==> src/rtl/pt_walker.sv <==
module pt_walker #(
  parameter int VA_W   = 20,
  parameter int L1_W   = 3,
  parameter int OFF_W  = 9,
  parameter int PFN_W  = 10,
  parameter int ENT_W  = 16,
  parameter int LINE_W = 32
) (
  input  logic                          clk,
  input  logic                          rst_n,
  input  logic                          l1_we,
  input  logic [L1_W-1:0]               l1_widx,
  input  logic [ENT_W-1:0]              l1_wdata,
  input  logic                          req_valid,
  output logic                          req_ready,
  input  logic [VA_W-1:0]               req_vaddr,
  output logic                          mem_rd_valid,
  input  logic                          mem_rd_ready,
  output logic [PFN_W+VA_W-L1_W-OFF_W:0] mem_rd_addr,
  input  logic                          mem_rvalid,
  input  logic [LINE_W-1:0]             mem_rdata,
  output logic                          rsp_valid,
  input  logic                          rsp_ready,
  output logic [PFN_W+OFF_W-1:0]        rsp_paddr,
  output logic                          rsp_fault,
  output logic                          rsp_fault_lvl
);
  localparam int L2_W  = VA_W - L1_W - OFF_W;
  localparam int PA_W  = PFN_W + OFF_W;
  localparam int EA_W  = PFN_W + L2_W + 1;
  localparam int L1_N  = 1 << L1_W;
  localparam int RES_B = ENT_W - 1;

  typedef enum logic [1:0] {S_IDLE, S_RD, S_WAIT, S_RSP} state_t;

  state_t            state;
  logic [ENT_W-1:0]  l1_tab [L1_N];
  logic [OFF_W-1:0]  off_q;
  logic [EA_W-1:0]   ea_q;
  logic [PA_W-1:0]   paddr_q;
  logic              fault_q, lvl_q;
  logic [ENT_W-1:0]  l1_ent, l2_ent;
  logic              unused_bits;

  assign l1_ent = l1_tab[req_vaddr[VA_W-1 -: L1_W]];
  assign l2_ent = ea_q[1] ? mem_rdata[ENT_W-1:0] : mem_rdata[LINE_W-1 -: ENT_W];
  assign unused_bits = ^{l1_ent[RES_B-1:PFN_W], l2_ent[RES_B-1:PFN_W]};

  assign req_ready     = (state == S_IDLE);
  assign mem_rd_valid  = (state == S_RD);
  assign mem_rd_addr   = ea_q;
  assign rsp_valid     = (state == S_RSP);
  assign rsp_paddr     = paddr_q;
  assign rsp_fault     = fault_q;
  assign rsp_fault_lvl = lvl_q;

  always_ff @(posedge clk) begin
    if (!rst_n) begin
      for (int i = 0; i < L1_N; i++) l1_tab[i] <= '0;
    end else if (l1_we) begin
      l1_tab[l1_widx] <= l1_wdata;
    end
  end

  always_ff @(posedge clk) begin
    if (!rst_n) begin
      state   <= S_IDLE;
      off_q   <= '0;
      ea_q    <= '0;
      paddr_q <= '0;
      fault_q <= 1'b0;
      lvl_q   <= 1'b0;
    end else begin
      case (state)
        S_IDLE: if (req_valid) begin
          off_q <= req_vaddr[OFF_W-1:0];
          ea_q  <= {l1_ent[PFN_W-1:0], req_vaddr[OFF_W +: L2_W], 1'b0};
          if (l1_ent[RES_B]) begin
            state <= S_RD;
          end else begin
            paddr_q <= '0;
            fault_q <= 1'b1;
            lvl_q   <= 1'b0;
            state   <= S_RSP;
          end
        end
        S_RD: if (mem_rd_ready) state <= S_WAIT;
        S_WAIT: if (mem_rvalid) begin
          lvl_q <= 1'b1;
          if (l2_ent[RES_B]) begin
            paddr_q <= {l2_ent[PFN_W-1:0], off_q};
            fault_q <= 1'b0;
          end else begin
            paddr_q <= '0;
            fault_q <= 1'b1;
          end
          state <= S_RSP;
        end
        S_RSP: if (rsp_ready) state <= S_IDLE;
        default: state <= S_IDLE;
      endcase
    end
  end
endmodule

==> config.mk <==
export PLATFORM = sky130hd
export DESIGN_NAME = pt_walker
export DESIGN_NICKNAME = d
export VERILOG_FILES = /design/src/rtl/pt_walker.sv
export SDC_FILE = /design/constraint.sdc
export NUM_CORES = 1
export LEC_CHECK = 0
export ABC_AREA = 1
export BUFFER_PORTS_ARGS = -buffer_cell sky130_fd_sc_hd__buf_2
export CORE_ASPECT_RATIO = 0.9
export CORE_MARGIN = 10
export CORE_UTILIZATION = 40
export CTS_CLUSTER_DIAMETER = 30
export DETAILED_ROUTE_END_ITERATION = 8
export HOLD_SLACK_MARGIN = 0.15
export MAX_ROUTING_LAYER = met4
export PLACE_DENSITY_LB_ADDON = 0.15
export SYNTH_ARGS = -nofsm -noshare
export SYNTH_HDL_FRONTEND = slang
export SYNTH_SLANG_ARGS = --single-unit
==> constraint.sdc <==
create_clock -name clk -period 3.4 [get_ports clk]
set_clock_uncertainty 0.05 [all_clocks]
set_input_delay 1.02 -clock clk [delete_from_list [all_inputs] [get_ports clk]]
set_output_delay 1.02 -clock clk [all_outputs]
set_load 0.03 [all_outputs]
## Word-level counts from Yosys, hierarchy flattened

Memories as Yosys holds them, arrays and structs flattened.
Cells that the tools add are included.

| word-level totals | value |
|---|---|
| bits in registers | 50 |
| memory bits (writable) | 128 |
| input port bits | 78 |
| output and inout port bits | 43 |
| word-level logic and storage cells | 49 |
| memories | 1 |

Memories:

| name | depth | width | read ports | clocked after Yosys merged registers in | write ports | RTL line | text |
|---|---|---|---|---|---|---|---|
| l1_tab | 8 | 16 | 1 | 0 | 8 | 37 | `logic [ENT_W-1:0] l1_tab [L1_N];` |

| operators by class | value |
|---|---|
| equality and inequality tests | 8 |
| muxes and demuxes | 28 |
| reductions and logical operators | 6 |

Operator list:

| operator | count |
|---|---|
| $mux 19 | 4 |
| $pmux 19 s2 | 1 |
| $mux 16 | 2 |
| $reduce_or 16->1 | 1 |
| $mux 1 | 12 |
| $mux 2 | 5 |
| $pmux 2 s4 | 1 |
| $reduce_and 4->1 | 2 |
| $ne 2x2->1 const B | 3 |
| $eq 2x2->1 const B | 2 |
| $ne 2x1->1 const B | 2 |
| $pmux 1 s2 | 2 |
| $mux 3 | 1 |
| $eq 2x1->1 const B | 1 |
| $logic_not 2->1 | 1 |
| $reduce_and 2->1 | 1 |
| $reduce_bool 2->1 | 1 |

## Depth between registers and ports, before layout

Gate-level depths: netlist (run 1).

| depth | value |
|---|---|
| word-level depth | 5 |
| mapped depth | 12 |
| depth with buffers taken out | 10 |

## Worst setup path after synthesis (run 1)

Ideal clock, no wire load.

| timing | value |
|---|---|
| kind | input to register |
| from | in rst_n |
| to | mem l1_tab[0][0], enable pin |
| library setup time | 345 ps |
| arrival time | 1,821 ps |
| data required time | 3,005 ps |
| setup slack | 1,184 ps |
| cell stages on the path | 5 |
| buffers on the path | 1 |
| cell sequence | nand2_1 nor2_1 nand2_1 clkbuf_1 nand2_1 |

RTL lines:

| item | RTL line | text |
|---|---|---|
| start, declared | 10 | `input logic rst_n,` |
| end, declared | 37 |  |

## Worst setup path in the final report (run 1)

| timing | value |
|---|---|
| from | in req_vaddr[17] |
| to | reg paddr_q[13], in the netlist rsp_paddr[13] |

| between the ends | value |
|---|---|
| longest elaborated chain between the ends | 3 |

Ends and longest elaborated chain:

| item | RTL line | text |
|---|---|---|
| start, declared | 16 | `input logic [VA_W-1:0] req_vaddr,` |
| $mem_v2 8x16 | -- |  |
| $ne 2x2->1 (no line) | -- |  |
| $reduce_and 4->1 (no line) | -- |  |
| end signal, assigned | 91 | `paddr_q <= {l2_ent[PFN_W-1:0], off_q};` |
| end, declared | 40 | `logic [PA_W-1:0] paddr_q;` |

No other way between the ends.
A chain may end at the register's enable or synchronous reset.

==> results of run 1 <==
==> cell type report <==
| type | instances | area (um2) |
|---|---|---|
| fill | 1443 | 7430 |
| sequential | 138 | 3643 |
| multi-input combinational | 451 | 2023 |
| clock inverter | 11 | 150.1 |
| antenna | 1 | 2.502 |
| tap | 198 | 247.7 |
| clock buffer | 21 | 450.4 |
| inverter | 39 | 148.9 |
| timing repair buffer | 117 | 618.1 |
==> routing by layer <==
layer	track usage [%]	wire, um
met1	19.63	6937
met2	26.30	8081
met3	4.021	744
met4	5.229	192
met5	-	0
==> power by group <==
part | switching [W] | internal (W)
Sequential | 0.000129 | 0.00206
Clock | 0.000655 | 0.00123
Combinational | 0.00118 | 0.000468
==> sequential cells by signal, indices dropped and copies added, names as in the netlist <==
name           count
rsp_fault          1
l1_tab            88
rsp_fault_lvl      1
mem_rd_addr       18
rsp_paddr         19
state              2
off_q              9
==> worst max-delay path: cells and delay by family <==
kind,cells,cell delay [ns]
AND/OR/NAND/NOR,8,1.13
buffers and inverters,2,0.62
==> stage by stage <==
step	power [W]	cell area, um2	cells
6_report	0.005721	7284	976
5_1_grt	0.006050	7282	975
4_1_cts	0.005777	7282	975
3_5_place_dp	0.003882	6681	943
3_3_place_gp	0.003836	6681	943
2_1_floorplan	0.003459	6017	670
==> layout by cell type, fill, tap and decap left out, types with 2 or more instances in the layout <==
cell         n
nor2_1     195
buf_2      104
edfxtp_1    88
nand2_1     87
o21ai_0     74
dfxtp_1     50
inv_1       35
a21oi_1     33
nand3_1     18
clkbuf_16   17
buf_4       13
o22ai_1     12
o221ai_1    10
clkinv_1     5
o21ai_1      5
ha_1         5
bufinv_16    4
nand2_2      3
clkbuf_1     3
clkinv_2     3
inv_2        2
or2_2        2
o211ai_1     2
==> worst min-delay path by stage <==
stage / end / cells past startpoint / startpoint
finish: off_q[6]$_SDFFE_PN0P_ / 2 / off_q[6]$_SDFFE_PN0P_
global placement: off_q[6]$_SDFFE_PN0P_ / 2 / off_q[6]$_SDFFE_PN0P_
global route: rsp_fault$_SDFFE_PN0P_ / 2 / rsp_fault$_SDFFE_PN0P_
CTS: off_q[6]$_SDFFE_PN0P_ / 2 / off_q[6]$_SDFFE_PN0P_
floorplan: off_q[6]$_SDFFE_PN0P_ / 2 / off_q[6]$_SDFFE_PN0P_
detailed placement: off_q[6]$_SDFFE_PN0P_ / 2 / off_q[6]$_SDFFE_PN0P_
==> cell families (layout without fill, tap and decap cells) <==
group | Yosys count | in the layout | synth area share, %
flip-flops | 138 | 138 | 60.55
adder cells (fa/ha/maj) | 5 | 5 | 1.040
AND/OR/NAND/NOR | 308 | 308 | 20.15
AO/OA/AOI/OAI | 137 | 137 | 12.37
buffers and inverters | 81 | 188 | 5.822
other | 1 | 2 | 0.06232
==> flow_summary_export.csv, run 1 <==
group,metric,value,unit
synth,yosys.area.top_type,"edfxtp_1",
synth,post-synth-top-count-cell,"nor2_1",
sta,rsz0062_at_grt,"false",
synth,synth-edff-count,88,
setup_path,endpoint_kind,"flip-flop",
clock_network,htreeDepth,4,
setup_path,critical_path_required,3.65,ns
synth,netlist_top_cells_count,"nor2_1 (195), edfxtp_1 (88), nand2_1 (87), o21ai_0 (74), dfxtp_1 (50)",
finish,drive_above_1_share,19.56,%
job,max_cap_viol_count,0,
routing,vias,4933,
power,ir_drop,0.3961,mV
die,num_io_pins,121,
global_routing,antenna_found_initial,0,
sta,worst_pin_slew,0.5754,ns
setup_path,worstSetupStartpoint,"req_vaddr[17]",
synth,synth_nets,753,
synth,synth.avg_cell_area,8.981,um2
clock_network,clock_latency,0.41,ns
global_routing,grt_max_degree,59,
global_routing,overflow,0,
setup_path,worst_path_largest_cell_delay,0.38,ns
power,power.leakage,3.104,nW
setup_path,critPathSlowestCell,"buf_2",
sta,relSlewSlack,61.54,%
clock_network,cts_made_buffers,17,
synth,syn_area,0.006017,mm2
setup_path,worstPathCellList,"buf_2, inv_4, nand2_2, nand3_1, nand3_1, nand3_1, nand2_2, nand3_1, nand2_1, nor2_1",
clock_network,clockRootBuffer,"clkbuf_16",
synth,ys_types,27,
place,place_ws,0.4908,ns
finish,nNetsFinal,847,
routing,finalWirelength,15960,um
clock_network,cts.repair.resized,0,
die,die_w,149.3,um
sta,slew_viol_final,0,
clock_network,post-cts-setup-buffers,0,
setup_path,cp.arrival,2.78,ns
routing,ant_nets,0,
die,dieArea,0.02036,mm2
finish,finish.utilization,49.51,%
status,status,"finished clean",
global_routing,grt_pass1_wl,25350,um
sta,tns,0,ns
routing,drt-pass1-iter-count,5,
sta,fmax,395.1,MHz
sta,post-route-period-util,74.44,%
routing,drc_errors,0,
synth,synth_cells,670,
die,core_area,0.01471,mm2
place,globalplace.congestion,0.8045,
setup_path,crit_type,"input pin to flip-flop",
setup_path,reg2reg_slack,1.32,ns
setup_path,critPathCapture,"rsp_paddr[13]$_SDFFE_PN0P_",
setup_path,worstReg2RegStart,"mem_rd_addr[1]$_SDFFE_PN0P_",
clock_network,holdBufCountCts,0,
place,dp_hpwl,11150,um
sta,whs,0.4025,ns
setup_path,critPathLaunchType,"input pin",
routing,vias_per_cell,5.054,
place,port_buffers,104,
synth,synth_top_area_share,43.92,%
clock_network,clk_path_buf_depth,2,
global_routing,grt_pass1_vias,4845,
clock_network,cts.sinks,138,
die,die_y,136.4,um
sta,fin_ws,0.8691,ns
synth,yosysSeqAreaShare,60.55,%
synth,yosysWarnings,0,
synth,synthArstFlopShare,0,%
setup_path,reg2reg_depth,9,
clock_network,clk_pin_slew,0.05,ns
synth,synthFlopType,"edfxtp_1",
setup_path,r2r_end,"rsp_paddr[13]$_SDFFE_PN0P_",
finish,area_delta_synth_final,21.06,%
die,start_util,40.89,%
synth,synth_seq_cells,138,
sta,finalSetupViolations,0,
sta,finalCriticalPeriod,2.531,ns
clock_network,cts_tree,"built",
global_routing,grt_usage,16.27,%
routing,post_drt_wl_per_cell,16.35,um
sta,hold_viol_final,0,
worst_hold_path,hold_path.class,"flip-flop to flip-flop",
setup_path,worst_path_most_repeated_cell,"nand3_1",
power,power_density,785.4,mW/mm2
routing,initialDrtViolationCount,387,
synth,synth_area_leaders,"edfxtp_1 (44%), dfxtp_1 (17%), nor2_1 (12%), o21ai_0 (6.2%), nand2_1 (5.4%)",
die,rows,42,
setup_path,critPathMaxFanout,29,
Note: power is estimated with default switching activity, not from simulation.
==> run 2: changes to the inputs <==
==> constraint.sdc (replaced) <==
create_clock -name clk -period 2.4 [get_ports clk]
set_clock_uncertainty 0.05 [all_clocks]
set_input_delay 0.72 -clock clk [delete_from_list [all_inputs] [get_ports clk]]
set_output_delay 0.72 -clock clk [all_outputs]
set_load 0.03 [all_outputs]
==> flow_summary_export.csv, run 2 (synthesis gave the netlist of run 1 again) <==
group,metric,value,unit
status,status,"finished clean",
finish,finish.utilization,50.54,%
sta,post-route-period-util,90.12,%
global_routing,grt_max_degree,43,
clock_network,cts_made_buffers,17,
finish,drive_above_1_share,21.65,%
sta,worst_pin_slew,0.6083,ns
setup_path,worstReg2RegStart,"state[1]$_SDFFE_PN0P_",
setup_path,reg2reg_slack,0.36,ns
worst_hold_path,whs_endpoint,"off_q[6]$_SDFFE_PN0P_",
finish,antenna_cells,0,
power,power_density,1108,mW/mm2
die,num_io_pins,121,
finish,instances_no_fill,988,
setup_path,critPathLaunchType,"flip-flop",
sta,finalCriticalPeriod,2.163,ns
setup_path,worstPathCellList,"inv_1, ha_1, buf_2",
routing,drc_errors,0,
routing,ant_nets,0,
die,dieArea,0.02036,mm2
setup_path,critPathMaxFanout,5,
clock_network,post-cts-setup-buffers,0,
finish,final_cell_mix,"nor2_1 (195), buf_2 (104), edfxtp_1 (88), nand2_1 (87), o21ai_0 (74)",
routing,finalWirelength,16090,um
clock_network,holdBufCountCts,0,
global_routing,grt_pass1_wl,25600,um
sta,fin_ws,0.2371,ns
place,port_buffers,104,
routing,vias_per_cell,4.964,
setup_path,cp.arrival,1.39,ns
worst_hold_path,hold_path.class,"flip-flop to flip-flop",
job,max_cap_viol_count,0,
clock_network,cts.sinks,138,
clock_network,clock_latency,0.41,ns
setup_path,critPathSlowestCell,"dfxtp_1",
die,start_util,40.89,%
worst_hold_path,hp-start,"off_q[6]$_SDFFE_PN0P_",
clock_network,clk_path_buf_depth,2,
setup_path,worst_path_largest_cell_delay,0.33,ns
finish,largest_reg_flops,88,
finish,layout_commonest_cell,"nor2_1",
clock_network,cts_tree,"built",
die,rows,42,
routing,post_drt_wl_per_cell,16.28,um
setup_path,endpoint_kind,"output pin",
routing,drt-pass1-iter-count,4,
sta,fmax,462.3,MHz
die,core_area,0.01471,mm2
die,die_y,136.4,um
setup_path,reg2reg_depth,8,
power,power.leakage,3.195,nW
global_routing,overflow,0,
worst_hold_path,min_delay_path_depth,2,
die,die_w,149.3,um
finish,nNetsFinal,860,
sta,slew_viol_final,0,
clock_network,cts.repair.resized,0,
global_routing,antenna_found_initial,0,
setup_path,r2r_end,"rsp_paddr[14]$_SDFFE_PN0P_",
sta,finalSetupViolations,0,
place,globalplace.congestion,0.8002,
routing,initialDrtViolationCount,280,
routing,vias,4904,
clock_network,clockRootBuffer,"clkbuf_16",
place,dp_hpwl,11390,um
finish,largest_register,"l1_tab",
power,ir_drop,0.5417,mV
sta,hold_viol_final,0,
clock_network,clk_pin_slew,0.06,ns
clock_network,htreeDepth,4,
global_routing,grt_usage,16.60,%
global_routing,grt_pass1_vias,4854,
sta,rsz0062_at_grt,"false",
place,place_inst,956,
sta,relSlewSlack,59.35,%
place,place_ws,0.1889,ns
setup_path,crit_type,"flip-flop to output pin",
setup_path,critical_path_required,1.63,ns
finish,area_delta_synth_final,23.58,%
sta,tns,0,ns
## run 2: layout make-up
cell class / count / area, um2
Fill cell: 1425 / 7278
Sequential cell: 138 / 3643
Multi-Input combinational cell: 451 / 2023
Timing Repair Buffer: 130 / 715.7
Clock buffer: 26 / 595.6
Tap cell: 198 / 247.7
Inverter: 39 / 148.9
Clock inverter: 6 / 61.31
## run 2: how the worst max path moves through the flow
| stage | depth (start not counted) | start | slack, ns | endpoint |
|---|---|---|---|---|
| finish | 3 | state[0]$_SDFFE_PN0P_ | 0.24 | req_ready |
| floorplan | 5 | rst_n | 0.48 | l1_tab[0][0]$_SDFFCE_PN0P_ |
| global route | 3 | state[0]$_SDFFE_PN0P_ | 0.12 | req_ready |
| global placement | 9 | req_vaddr[18] | 0.25 | rsp_paddr[5]$_SDFFE_PN0P_ |
| detailed placement | 9 | req_vaddr[18] | 0.19 | rsp_fault_lvl$_SDFFE_PN0P_ |
| CTS | 3 | state[0]$_SDFFE_PN0P_ | 0.21 | req_ready |
## run 2: per-layer routing
metal | global-route usage, % | vias to the layer above | wire [um] | part of all wire, %
met1 | 19.47 | 2306 | 6870 | 43
li1 | - | 2452 | - | -
met5 | - | - | 0 | 0
met2 | 26.49 | 124 | 7943 | 49
met4 | 6.155 | 0 | 367 | 2.3
met3 | 4.952 | 22 | 906 | 5.6
## run 2: metrics by stage
step / total power (W) / hold WS [ns] / cell area (um2)
global placement: 0.005450 / 0.3924 / 6779
floorplan: 0.004900 / 0.3800 / 6017
CTS: 0.008322 / 0.4148 / 7436
detailed placement: 0.005519 / 0.4075 / 6779
finish: 0.008238 / 0.4135 / 7436
global route: 0.008730 / 0.4523 / 7436
## run 2: power breakdown
group          internal [W]  total (W)  switching, W
combinational      0.000680    0.00236       0.00168
sequential          0.00292    0.00309      0.000168
clock               0.00182    0.00279      0.000971
## run 2: worst max-delay path, delay by kind of cell (launching register included)
family	cells	cell delay, ns
buffers and inverters	2	0.37
flip-flops	1	0.33
adder cells (fa/ha/maj)	1	0.28
